===== config.mk =====
export PLATFORM = sky130hd
export DESIGN_NAME = rx_da_screen
export DESIGN_NICKNAME = d
export VERILOG_FILES = /design/src/rtl/rx_da_pkg.sv /design/src/rtl/rx_da_ctrl.sv /design/src/rtl/rx_da_path.sv /design/src/rtl/rx_da_screen.sv
export SDC_FILE = /design/constraint.sdc
export NUM_CORES = 1
export LEC_CHECK = 0
export BUFFER_PORTS_ARGS = -buffer_cell sky130_fd_sc_hd__buf_2
export CELL_PAD_IN_SITES_DETAIL_PLACEMENT = 0
export CELL_PAD_IN_SITES_GLOBAL_PLACEMENT = 1
export CORE_MARGIN = 4
export CORE_UTILIZATION = 30
export CTS_BUF_LIST = sky130_fd_sc_hd__clkbuf_4 sky130_fd_sc_hd__clkbuf_8
export DETAILED_ROUTE_END_ITERATION = 8
export PLACE_DENSITY = 0.76
export SLEW_MARGIN = 20
export SYNTH_ARGS = -nofsm -noshare
export SYNTH_HDL_FRONTEND = slang
export SYNTH_SLANG_ARGS = --single-unit

===== constraint.sdc =====
create_clock -name clk -period 5.3 [get_ports clk]
set_input_delay 0.265 -clock clk [delete_from_list [all_inputs] [get_ports clk]]
set_output_delay 0.265 -clock clk [all_outputs]
set_load 0.005 [all_outputs]

===== src/rtl/rx_da_pkg.sv =====
package rx_da_pkg;
  localparam int CRC_W = 32;
  localparam logic [CRC_W-1:0] CRC_POLY = 32'h04C11DB7;
  localparam logic [CRC_W-1:0] CRC_SEED = 32'hFFFFFFFF;

  typedef struct packed {
    logic start;
    logic take;
  } strobe_t;
endpackage


===== src/rtl/rx_da_ctrl.sv =====
module rx_da_ctrl #(
  parameter int ADDR_BYTES = 6,
  localparam int IDXW = $clog2(ADDR_BYTES + 1)
) (
  input  logic                  clk,
  input  logic                  rstN,
  input  logic                  byteValid,
  input  logic                  byteSof,
  input  logic                  frameEnd,
  input  logic                  promiscEn,
  input  logic                  missNow,
  output rx_da_pkg::strobe_t    stb,
  output logic [IDXW-1:0]       byteIdx,
  output logic                  decValid,
  output logic                  acceptQ,
  output logic                  missQ
);
  localparam logic [IDXW-1:0] LAST_IDX = IDXW'(ADDR_BYTES - 1);

  logic [IDXW-1:0] cnt;
  logic active, isFirst, take, lastByte, shortEnd;

  always_comb begin
    isFirst  = byteValid && byteSof;
    take     = byteValid && (byteSof || active);
    byteIdx  = byteSof ? '0 : cnt;
    lastByte = take && (byteIdx == LAST_IDX);
    shortEnd = frameEnd && (active || isFirst) && !lastByte;
    stb.start = isFirst;
    stb.take  = take;
  end

  always_ff @(posedge clk or negedge rstN) begin
    if (!rstN) begin
      cnt      <= '0;
      active   <= 1'b0;
      decValid <= 1'b0;
      acceptQ  <= 1'b0;
      missQ    <= 1'b0;
    end else begin
      if (take) begin
        cnt    <= byteIdx + 1'b1;
        active <= (byteIdx != LAST_IDX);
      end
      if (shortEnd) active <= 1'b0;
      decValid <= lastByte || shortEnd;
      if (isFirst) begin
        acceptQ <= 1'b0;
        missQ   <= 1'b0;
      end
      if (lastByte) begin
        missQ   <= missNow;
        acceptQ <= !missNow || promiscEn;
      end else if (shortEnd) begin
        missQ   <= 1'b1;
        acceptQ <= promiscEn;
      end
    end
  end
endmodule


===== src/rtl/rx_da_path.sv =====
module rx_da_path #(
  parameter int ADDR_BYTES = 6,
  parameter int DATA_W     = 8,
  parameter int HASH_BITS  = 6,
  localparam int IDXW      = $clog2(ADDR_BYTES + 1),
  localparam int ADDR_W    = ADDR_BYTES * DATA_W,
  localparam int HASH_N    = 1 << HASH_BITS
) (
  input  logic                  clk,
  input  logic                  rstN,
  input  rx_da_pkg::strobe_t    stb,
  input  logic [IDXW-1:0]       byteIdx,
  input  logic [DATA_W-1:0]     byteData,
  input  logic [ADDR_W-1:0]     stationAddr,
  input  logic [HASH_N-1:0]     hashTable,
  input  logic                  bcastReject,
  input  logic                  hashAll,
  output logic                  missNow
);
  import rx_da_pkg::*;

  logic [DATA_W-1:0] stationByte [ADDR_BYTES];
  for (genvar k = 0; k < ADDR_BYTES; k++) begin : g_sta
    assign stationByte[k] = stationAddr[k*DATA_W +: DATA_W];
  end

  function automatic logic [CRC_W-1:0] crcStep(input logic [CRC_W-1:0] c,
                                               input logic [DATA_W-1:0] d);
    logic [CRC_W-1:0] r;
    logic fb;
    r = c;
    for (int b = 0; b < DATA_W; b++) begin
      fb = r[CRC_W-1] ^ d[b];
      r  = {r[CRC_W-2:0], 1'b0};
      if (fb) r = r ^ CRC_POLY;
    end
    return r;
  endfunction

  logic [CRC_W-1:0] crcQ, crcBase, crcNext;
  logic eqQ, onesQ, groupQ;
  logic eqNext, onesNext, groupNext, byteMatch;
  logic [HASH_BITS-1:0] hashIdx;

  always_comb begin
    crcBase   = stb.start ? CRC_SEED : crcQ;
    crcNext   = crcStep(crcBase, byteData);
    byteMatch = (byteIdx < IDXW'(ADDR_BYTES)) ? (byteData == stationByte[byteIdx]) : 1'b0;
    eqNext    = (stb.start ? 1'b1 : eqQ) && byteMatch;
    onesNext  = (stb.start ? 1'b1 : onesQ) && (&byteData);
    groupNext = stb.start ? byteData[0] : groupQ;
    hashIdx   = crcNext[CRC_W-1 -: HASH_BITS];
    if (onesNext)               missNow = bcastReject;
    else if (groupNext || hashAll) missNow = !hashTable[hashIdx];
    else                        missNow = !eqNext;
  end

  always_ff @(posedge clk or negedge rstN) begin
    if (!rstN) begin
      crcQ   <= CRC_SEED;
      eqQ    <= 1'b0;
      onesQ  <= 1'b0;
      groupQ <= 1'b0;
    end else if (stb.take) begin
      crcQ   <= crcNext;
      eqQ    <= eqNext;
      onesQ  <= onesNext;
      groupQ <= groupNext;
    end
  end
endmodule


===== src/rtl/rx_da_screen.sv =====
module rx_da_screen #(
  parameter int ADDR_BYTES = 6,
  parameter int DATA_W     = 8,
  parameter int HASH_BITS  = 6,
  localparam int ADDR_W    = ADDR_BYTES * DATA_W,
  localparam int HASH_N    = 1 << HASH_BITS,
  localparam int IDXW      = $clog2(ADDR_BYTES + 1)
) (
  input  logic              clk,
  input  logic              rstN,
  input  logic              byteValid,
  input  logic              byteSof,
  input  logic              frameEnd,
  input  logic [DATA_W-1:0] byteData,
  input  logic [ADDR_W-1:0] stationAddr,
  input  logic [HASH_N-1:0] hashTable,
  input  logic              promiscEn,
  input  logic              bcastReject,
  input  logic              hashAll,
  output logic              decValid,
  output logic              accept,
  output logic              miss
);
  rx_da_pkg::strobe_t stb;
  logic [IDXW-1:0] byteIdx;
  logic missNow;

  rx_da_ctrl #(.ADDR_BYTES(ADDR_BYTES)) u_ctrl (
    .clk(clk), .rstN(rstN), .byteValid(byteValid), .byteSof(byteSof),
    .frameEnd(frameEnd), .promiscEn(promiscEn), .missNow(missNow),
    .stb(stb), .byteIdx(byteIdx), .decValid(decValid),
    .acceptQ(accept), .missQ(miss)
  );

  rx_da_path #(.ADDR_BYTES(ADDR_BYTES), .DATA_W(DATA_W), .HASH_BITS(HASH_BITS)) u_path (
    .clk(clk), .rstN(rstN), .stb(stb), .byteIdx(byteIdx), .byteData(byteData),
    .stationAddr(stationAddr), .hashTable(hashTable), .bcastReject(bcastReject),
    .hashAll(hashAll), .missNow(missNow)
  );
endmodule


Word-level counts from Yosys, hierarchy flattened
Index checks and enable logic that the tools add are counted.

Flip-flop bits (word level): 42. Input bits: 128. Output and inout bits: 3.

$add $sub $neg: 1. $lt $le $gt $ge: 3. Equality and inequality tests: 3. Mux-type cells: 28. Bitwise gates (word level): 17. Reduce and logical (&&, ||, !) cells: 19.

Operator list (number): two-way mux 27 bit (8); NOT 14 bit (8); two-way mux 32 bit (1); binary-select mux 8 bit (select 3 bit) (1); two-way mux 8 bit (2); two-way mux 1 bit (14); == test 8 bit (1); AND reduction 8 bit (1); XOR 1 bit (8); logical AND 1 bit (7); < comparator 6 x 7 -> 1 bit, second input constant (1); binary-select mux 1 bit (select 6 bit) (1); logical OR 1 bit (5); >= comparator 4 bit, second input constant (1); logical NOT 1 bit (4); NOT 3 -> 4 bit (1); adder 3 x 1 -> 3 bit, second input constant (1); == test 3 bit, second input constant (1); < comparator 3 bit, second input constant (1); two-way mux 3 bit (1); != test 3 bit, second input constant (1); nonzero test 3 bit (1); nonzero test 2 bit (1).

Depth between registers and ports, before layout
Gate-level depths: netlist of run 1.

Depth in word-level cells: 26. Depth in mapped cells: 12. Depth with buffers taken out: 10.

Modules after synthesis
A second synthesis of run 1 with hierarchy kept.

Cells, all modules: 410. Area, all modules: 4083.9 µm².

Modules (own cells, without submodules): rx_da_path (instances 1, cells each 368, area each 3667.3 µm²); rx_da_ctrl (instances 1, cells each 42, area each 416.6 µm²).

Worst setup path before layout of run 1
Ideal clock, no wire load.

Path kind: register to register. Start point: reg u_path.crcQ[27]. End point: reg u_ctrl.acceptQ. Arrival: 3.084 ns. Slack: 2.085 ns. Cell stages (with the launch flop): 12. Path buffers: 2. Clock period less this slack: 3.215 ns. Cell sequence: dfstp_2 clkbuf_1 xnor2_1 nor2_1 xnor2_4 xnor3_1 buf_4 mux4_2 mux2_2 a22oi_2 o221ai_1 or3_1.

Longest elaborated chain between the ends: 15.

Ends and longest elaborated chain: start: declaration (RTL line rx_da_path.sv:40) `logic [CRC_W-1:0] crcQ, crcBase, crcNext;`; start signal: assignment (RTL line rx_da_path.sv:65) `crcQ <= crcNext;`; two-way mux 32 bit (*) (RTL line rx_da_path.sv:46) `crcBase = stb.start ? CRC_SEED : crcQ;`; XOR 1 bit (*) (RTL line rx_da_path.sv:33) `fb = r[CRC_W-1] ^ d[b];`; two-way mux 27 bit (*) (RTL line rx_da_path.sv:35) `if (fb) r = r ^ CRC_POLY;`; two-way mux 27 bit (2 in series) (RTL line rx_da_path.sv:35); NOT 14 bit (no line); two-way mux 27 bit (RTL line rx_da_path.sv:35); binary-select mux 1 bit (select 6 bit) (*) (RTL line rx_da_path.sv:54) `else if (groupNext || hashAll) missNow = !hashTable[hashIdx];`; two-way mux 1 bit (not written as such) (*) (RTL line rx_da_path.sv:54); logical NOT 1 bit (*) (RTL line rx_da_path.sv:54); two-way mux 1 bit (*) (RTL line rx_da_path.sv:54); two-way mux 1 bit (*) (RTL line rx_da_path.sv:53) `if (onesNext) missNow = bcastReject;`; logical NOT 1 bit (*) (RTL line rx_da_ctrl.sv:53) `acceptQ <= !missNow || promiscEn;`; logical OR 1 bit (*) (RTL line rx_da_ctrl.sv:53); two-way mux 1 bit (*) (RTL line rx_da_ctrl.sv:51) `if (lastByte) begin`; end signal: assignment (RTL line rx_da_ctrl.sv:53); end signal: assignment (RTL line rx_da_ctrl.sv:56) `acceptQ <= promiscEn;`; end: declaration (RTL line rx_da_ctrl.sv:15) `output logic acceptQ,`.

Mark *: on every way between the ends. The rest lies on a longest branch, timed or not. The select of a mux whose other input is x is not followed. A chain may end at the register's enable or synchronous reset.

Final worst setup path of run 1
Start point: in byteSof. End point: reg u_ctrl.acceptQ.

Longest elaborated chain between the ends: 21. Elaborated cells on any way between the ends: 59. Those cells by class: order compare (1); eq/ne (2); mux (23); bitwise (17); reduce/logical (16).

Ends and longest elaborated chain: start: declaration (RTL line rx_da_screen.sv:12) `input logic byteSof,`; logical AND 1 bit (RTL line rx_da_ctrl.sv:24) `isFirst = byteValid && byteSof;`; two-way mux 32 bit (RTL line rx_da_path.sv:46); two-way mux 27 bit (3 in series) (RTL line rx_da_path.sv:35); NOT 14 bit (no line); two-way mux 27 bit (RTL line rx_da_path.sv:35); NOT 14 bit (no line); two-way mux 27 bit (3 in series) (RTL line rx_da_path.sv:35); NOT 14 bit (no line); two-way mux 27 bit (RTL line rx_da_path.sv:35); binary-select mux 1 bit (select 6 bit) (RTL line rx_da_path.sv:54); two-way mux 1 bit (not written as such) (RTL line rx_da_path.sv:54); logical NOT 1 bit (RTL line rx_da_path.sv:54); two-way mux 1 bit (RTL line rx_da_path.sv:54); two-way mux 1 bit (RTL line rx_da_path.sv:53); logical NOT 1 bit (RTL line rx_da_ctrl.sv:53); logical OR 1 bit (RTL line rx_da_ctrl.sv:53); two-way mux 1 bit (RTL line rx_da_ctrl.sv:51).

Parallel ways exist; a longest one is shown, timed or not. The select of a mux whose other input is x is not followed.

==> results of run 1 <==
-- flip-flops by register name, summed over array words and instances, names as in the netlist --
signal	count
u_ctrl.acceptQ	1
u_ctrl.active	1
u_ctrl.cnt	3
u_ctrl.decValid	1
u_ctrl.missQ	1
u_path.crcQ	32
u_path.eqQ	1
u_path.groupQ	1
u_path.onesQ	1
-- stage by stage --
stage	instances	worst slack [ps]	hold WS [ps]
2_1_floorplan	485	2085	-30.59
3_3_place_gp	753	1079	459.7
3_5_place_dp	753	931.4	460.2
4_1_cts	761	1279	135.8
5_1_grt	761	1006	177.8
6_report	761	1281	103.0
-- kinds of logic (layout without fill, tap and decap cells) --
| family | count (synthesis) | count (layout) | synth area share |
|---|---|---|---|
| fa+ha+maj | 2 | 2 | 0.006038 |
| buf+inv | 46 | 146 | 0.05163 |
| mux | 48 | 48 | 0.1335 |
| xor+xnor | 79 | 79 | 0.1845 |
| flops | 42 | 42 | 0.2633 |
| simple gates | 142 | 142 | 0.1637 |
| compound gates | 126 | 126 | 0.1975 |
-- worst max-delay path, cell delays in order --
cell,delay (ps)
sky130_fd_sc_hd__buf_2,280
sky130_fd_sc_hd__and2_4,560
sky130_fd_sc_hd__nor2_2,140
sky130_fd_sc_hd__xnor2_4,200
sky130_fd_sc_hd__xnor3_1,1090
sky130_fd_sc_hd__mux2_2,430
sky130_fd_sc_hd__a22o_1,200
sky130_fd_sc_hd__nor4_1,370
sky130_fd_sc_hd__o221ai_1,230
sky130_fd_sc_hd__or3_1,410
-- power by group through the flow --
stage,registers (µW),clock network (µW),logic (µW)
final,728,320,2430
after global routing,755,338,2660
after CTS,729,326,2450
after global placement,728,0,2360
after floorplan,613,0,2140
after detailed placement,732,0,2430
-- layer usage --
metal  GRT usage  wire (µm)
met5           0          0
met2      0.2587       6015
met3     0.02004        555
met1      0.1943       5479
met4     0.03253        138
-- how the worst min path moves through the flow --
| stage | slack (ps) | depth (start not counted) | end | startpoint |
|---|---|---|---|---|
| 3_5_place_dp | 460 | 2 | u_path.crcQ[2] | u_path.crcQ[2] |
| 3_3_place_gp | 460 | 1 | u_ctrl.cnt[0] | rstN |
| 6_report | 100 | 1 | u_ctrl.cnt[0] | rstN |
| 5_1_grt | 180 | 1 | u_path.eqQ | rstN |
| 4_1_cts | 140 | 1 | u_path.eqQ | rstN |
| 2_1_floorplan | -30 | 0 | u_ctrl.acceptQ | rstN |
-- placed cells by master, fill, tap and decap left out, types with 3 or more instances in the layout --
master and n:
sky130_fd_sc_hd__nand2_1 37, sky130_fd_sc_hd__o2bb2ai_1 3, sky130_fd_sc_hd__a22oi_1 12, sky130_fd_sc_hd__buf_2 130
sky130_fd_sc_hd__nor3b_1 5, sky130_fd_sc_hd__xnor2_1 58, sky130_fd_sc_hd__clkbuf_8 6, sky130_fd_sc_hd__nor3_1 14
sky130_fd_sc_hd__a22o_1 9, sky130_fd_sc_hd__mux2i_1 26, sky130_fd_sc_hd__o31ai_1 3, sky130_fd_sc_hd__or3_1 4
sky130_fd_sc_hd__nand4_1 4, sky130_fd_sc_hd__nor2_1 42, sky130_fd_sc_hd__o22ai_1 18, sky130_fd_sc_hd__nor4_1 3
sky130_fd_sc_hd__nand3_1 6, sky130_fd_sc_hd__nor2b_1 6, sky130_fd_sc_hd__a2bb2oi_1 3, sky130_fd_sc_hd__dfrtp_1 10
sky130_fd_sc_hd__xor2_1 16, sky130_fd_sc_hd__mux2_2 16, sky130_fd_sc_hd__a21oi_1 40, sky130_fd_sc_hd__inv_1 6
sky130_fd_sc_hd__o21ai_0 16, sky130_fd_sc_hd__dfstp_2 32, sky130_fd_sc_hd__a211oi_1 6, sky130_fd_sc_hd__mux4_2 4
sky130_fd_sc_hd__and3_1 6, sky130_fd_sc_hd__nand2b_1 7
-- layout make-up --
| type | instances | area (µm²) |
|---|---|---|
| fill | 1372 | 8419 |
| timing repair buffer | 132 | 665.6 |
| clock buffer | 6 | 82.58 |
| tap | 176 | 220.2 |
| inverter | 6 | 22.52 |
| sequential | 42 | 1091 |
| clock inverter | 2 | 60.06 |
| multi-input combinational | 397 | 2839 |
==> impl_metrics.py, run 1 <==
metrics = {
    "power_and_ir_drop": {
        "power.density_cell_area_nw_per_um2": 698.2,
        "sequentialPowerShare": 0.209,
        "vdd_ir_drop_max_mv": 0.4292,
        "totalPowerFinal_uw": 3478,
        "power_share_of_the_clock_group": 0.092,
        "combinationalPowerShare": 0.699,
        "power.switching_fraction": 0.4397,
        "power.switching_uw": 1529,
        "p_leak_uw": 0.002149,
        "cellInternalPower_uw": 1949,
    },
    "synthesis": {
        "yosys.area.top_type_share": 0.2029,
        "synth_edf_count": 0,
        "synth.yosys.seq_area_share": 0.2633,
        "synth-main-ff-cell": "sky130_fd_sc_hd__dfstp_2",
        "yosys-top-cells-count": "sky130_fd_sc_hd__xnor2_1, sky130_fd_sc_hd__nor2_1, sky130_fd_sc_hd__a21oi_1",
        "synth.lib_cells_used.distinct": 60,
        "postSynthCellCount": 485,
        "synth_area_per_cell_um2": 8.544,
        "synth.most_common_cell": "sky130_fd_sc_hd__xnor2_1",
        "synthDominantAreaCellType": "sky130_fd_sc_hd__dfstp_2",
        "netlist_area_um2": 4144,
        "ys_seq_elements": 42,
        "synthesis.nets": 615,
        "yosys_warnings": 0,
        "synth_area_leaders": "sky130_fd_sc_hd__dfstp_2, sky130_fd_sc_hd__xnor2_1, sky130_fd_sc_hd__mux2i_1",
        "async_set_or_reset_register_ratio_after_synthesis": 1.000,
    },
    "setup_path": {
        "setup.worst_path.start_class": "primary input",
        "worstReg2RegStart": "u_path.crcQ[28]",
        "crit_path_end": "u_ctrl.acceptQ",
        "worst-endpoint-required_ps": 5490,
        "cp.arrival_ps": 4210,
        "reg2reg_slack_ps": 1400,
        "rr_endpoint": "u_ctrl.acceptQ",
        "worst-r2r-cell-count": 9,
        "critical_path.endpoint_type": "flop",
        "crit_start": "byteSof",
        "crit_fanout": 50,
        "critPathKind": "primary input to flop",
    },
    "sta": {
        "setup_viol": 0,
        "worst_clock_skew_ps": 10.65,
        "timing_max_transition_violations_final": 0,
        "timing.fmax_ghz": 0.2488,
        "relSlewSlack": 0.2827,
        "finalHoldViolCount": 0,
        "worst_margin_pin_slew_ps": 1073,
        "grt_setup_unrepaired": "false",
        "fin_tns_setup_ps": 0,
        "finalCriticalPeriod_ps": 4019,
        "finalCritPeriodShare": 0.7584,
    },
    "global_routing": {
        "grt_antenna_before_repair": 0,
        "wire_length_of_the_first_global_routing_pass_um": 19450,
        "first_global_vias": 3911,
        "global_route.overflow_total": 0,
        "grt_usage": 0.1479,
        "grt_start_max_net_pins": 51,
    },
    "clocking": {
        "clock_path_buffers": 2,
        "postCtsHoldBufs": 0,
        "tritoncts_clock_tree": "done",
        "cts.repair.resized": 0,
        "htree_levels": 2,
        "cts_made_buffers": 5,
        "cts.clk_slew.worst_paths_ps": 90,
        "worstSkewPairLatency_ps": 300,
        "ctsRootBufferMaster": "sky130_fd_sc_hd__clkbuf_8",
        "cts.sinks": 42,
        "post-cts-setup-buffers": 0,
    },
    "status": {
        "outcome": "finished clean",
    },
    "final_layout": {
        "nets": 714,
        "antenna_diode_count": 0,
        "flow.area_growth_from_synthesis_pct": 20.20,
        "post-route-cell-area_um2": 4981,
        "final_core_utilization": 0.3717,
        "drive_gt1_frac": 0.3453,
    },
    "floorplan": {
        "num_rows": 42,
        "pin_count": 131,
        "coreArea_um2": 13400,
        "die_area_um2": 15760,
        "die_x_um": 125.5,
        "initial_core_util": 0.3092,
        "die_y_um": 125.5,
    },
    "routing": {
        "remaining_drc_errors": 0,
        "route.antenna.remaining_nets": 0,
        "avgViaCountPerCell": 5.127,
        "drt_wl_total_um": 12190,
        "vias": 3902,
        "drt-wirelength-per-cell_um": 16.02,
        "detailedRoute.firstIterationViolations": 158,
        "firstDrtPassIters": 5,
    },
    "placement": {
        "dpl-instance-area_um2": 4838,
        "finalWeightedCongestion": 0.8363,
        "io_buffers": 130,
        "dp_hpwl_um": 9502,
    },
    "min_path": {
        "hold_path.class": "primary input to asynchronous set/reset pin",
    },
    "flow_run": {
        "cap_viol_max_count": 0,
    },
}
Note: power is estimated with default switching activity, not from simulation.
==> run 2: changes to the inputs <==
--- a/config.mk
+++ b/config.mk
@@ -12,7 +12,7 @@
 export CORE_UTILIZATION = 30
 export CTS_BUF_LIST = sky130_fd_sc_hd__clkbuf_4 sky130_fd_sc_hd__clkbuf_8
 export DETAILED_ROUTE_END_ITERATION = 8
-export PLACE_DENSITY = 0.76
+export PLACE_DENSITY = 0.78
 export SLEW_MARGIN = 20
 export SYNTH_ARGS = -nofsm -noshare
 export SYNTH_HDL_FRONTEND = slang
==> constraint.sdc (replaced) <==
create_clock -name clk -period 3.2 [get_ports clk]
set_input_delay 0.16 -clock clk [delete_from_list [all_inputs] [get_ports clk]]
set_output_delay 0.16 -clock clk [all_outputs]
set_load 0.005 [all_outputs]
==> impl_metrics.py, run 2 (same netlist as run 1, synthesis figures left out) <==
metrics = {
    "routing": {
        "remaining_drc_errors": 0,
        "detailedRoute.firstIterationViolations": 165,
        "met3WireLength_um": 430,
        "drt_wl_total_um": 12210,
        "highest_layer": "met4",
        "vias": 3936,
        "wl_met2_um": 5960,
        "firstDrtPassIters": 4,
        "avgViaCountPerCell": 4.970,
        "drt-wirelength-per-cell_um": 15.42,
        "wl_met1_um": 5672,
        "route.antenna.remaining_nets": 0,
    },
    "global_routing": {
        "grt_start_max_net_pins": 43,
        "global_route.overflow_total": 0,
        "wire_length_of_the_first_global_routing_pass_um": 19600,
        "first_global_vias": 3872,
        "grt_usage": 0.1499,
        "grt_antenna_before_repair": 0,
    },
    "sta": {
        "finalCriticalPeriod_ps": 3075,
        "worst_margin_pin_slew_ps": 982.0,
        "grt_setup_unrepaired": "false",
        "relSlewSlack": 0.3429,
        "fin_tns_setup_ps": 0,
        "finalCritPeriodShare": 0.9610,
        "finalHoldViolCount": 0,
        "postLayoutSetupSlackWorst_ps": 124.7,
        "worst_clock_skew_ps": 8.049,
        "timing_max_transition_violations_final": 0,
        "timing.fmax_ghz": 0.3252,
        "setup_viol": 0,
    },
    "power_and_ir_drop": {
        "power.switching_uw": 2587,
        "combinationalPowerShare": 0.746,
        "vdd_ir_drop_max_mv": 0.7642,
        "power_share_of_the_clock_group": 0.063,
        "sequentialPowerShare": 0.191,
        "cellInternalPower_uw": 3392,
        "power.density_cell_area_nw_per_um2": 1146,
        "p_leak_uw": 0.002288,
        "totalPowerFinal_uw": 5979,
        "power.switching_fraction": 0.4327,
    },
    "setup_path": {
        "setup.worst_path.start_class": "flop",
        "cp.arrival_ps": 3260,
        "crit_fanout": 5,
        "worst-endpoint-required_ps": 3390,
        "critical_path.endpoint_type": "flop",
        "critPathKind": "flop to flop",
    },
    "floorplan": {
        "initial_core_util": 0.3092,
        "pin_count": 131,
        "die_x_um": 125.5,
        "die_area_um2": 15760,
        "die_y_um": 125.5,
        "num_rows": 42,
        "coreArea_um2": 13400,
    },
    "clocking": {
        "ctsRootBufferMaster": "sky130_fd_sc_hd__clkbuf_8",
        "cts_made_buffers": 5,
        "worstSkewPairLatency_ps": 300,
        "post-cts-setup-buffers": 0,
        "cts.sinks": 42,
        "tritoncts_clock_tree": "done",
        "clock_path_buffers": 2,
        "htree_levels": 2,
        "postCtsHoldBufs": 0,
        "cts.clk_slew.worst_paths_ps": 90,
    },
    "placement": {
        "io_buffers": 130,
        "dp_hpwl_um": 9571,
        "dpl-instance-area_um2": 5086,
        "worst_slack_after_detailed_placement_ps": -52.45,
        "finalWeightedCongestion": 0.8738,
    },
    "final_layout": {
        "nets": 745,
        "layout_top_registers": "u_path.crcQ x32, u_ctrl.cnt x3",
        "flow.area_growth_from_synthesis_pct": 25.88,
        "final_common_cell": "sky130_fd_sc_hd__buf_2",
        "multi_input_gate_area_um2": 2877,
        "antenna_diode_count": 0,
        "register_area_um2": 1091,
        "max_flop_register": "u_path.crcQ",
        "drive_gt1_frac": 0.3864,
        "fill_cells": 1390,
        "number_of_flip_flops_under_the_largest_register_name": 32,
        "post-route-cell-area_um2": 5216,
        "layout.cells.most_common_list": "sky130_fd_sc_hd__buf_2, sky130_fd_sc_hd__xnor2_1, sky130_fd_sc_hd__nor2_1",
    },
    "flow_run": {
        "cap_viol_max_count": 0,
    },
    "status": {
        "outcome": "finished clean",
    },
    "min_path": {
        "hold_path.class": "primary input to asynchronous set/reset pin",
    },
}
run 2: stage by stage:
| stage | utilization | hold WS, ps | instances |
|---|---|---|---|
| 6_report | 0.3893 | 10.40 | 792 |
| 5_1_grt | 0.3893 | 71.61 | 792 |
| 4_1_cts | 0.3876 | 32.83 | 792 |
| 3_5_place_dp | 0.3796 | 362.9 | 784 |
| 3_3_place_gp | 0.3796 | 359.3 | 784 |
| 2_1_floorplan | - | -135.6 | 485 |
run 2: worst paths after layout:
check	to	start	slack, ps	depth (start not counted)
min in group clk	u_ctrl.acceptQ	promiscEn	150	4
worst max register to register	u_ctrl.acceptQ	u_path.crcQ[28]	120	9
worst max-delay path	u_ctrl.acceptQ	u_path.crcQ[28]	120	9
max in group asynchronous	u_ctrl.decValid	rstN	2600	1
worst min-delay path	u_ctrl.cnt[2]	rstN	10	1
worst min register to register	u_path.crcQ[2]	u_path.crcQ[2]	480	2
run 2: critical path, cell delays in order (launching register included):
cell and delay (ps):
sky130_fd_sc_hd__dfstp_2 570, sky130_fd_sc_hd__xnor3_1 410, sky130_fd_sc_hd__and3_1 210, sky130_fd_sc_hd__o211a_1 220, sky130_fd_sc_hd__or2_1 260, sky130_fd_sc_hd__and3_1 200
sky130_fd_sc_hd__a22o_1 270, sky130_fd_sc_hd__nor4_4 300, sky130_fd_sc_hd__o221ai_2 150, sky130_fd_sc_hd__or3_1 380
run 2: area by class of cell:
type | count | share of cell area
inverters | 6 | 0.004318
clock buffers | 6 | 0.01583
clock inverters | 2 | 0.002399
flip-flops and latches | 42 | 0.2092
well taps | 176 | 0.04222
multi-input cells | 397 | 0.5515
repair buffers | 163 | 0.1746
run 2: timing repair:
item,4_1_cts,5_1_grt
pin swaps,2,3
endpoints found under the hold margin,0,0
gates resized for setup,2,4
setup endpoints to repair,1,1
run 2: layer usage:
metal,global-route usage,vias to the layer above
met5,0,-
met4,0.03189,0
met3,0.02132,9
met2,0.2590,87
met1,0.1994,1852
li1,-,1988
run 2: power groups by stage:
| stage | Combinational, µW | Sequential (µW) | Clock, µW |
|---|---|---|---|
| 5_1_grt | 4900 | 1170 | 403 |
| 6_report | 4460 | 1140 | 375 |
| 2_1_floorplan | 3540 | 1010 | 0 |
| 4_1_cts | 4440 | 1140 | 385 |
| 3_3_place_gp | 4300 | 1130 | 0 |
| 3_5_place_dp | 4380 | 1140 | 0 |
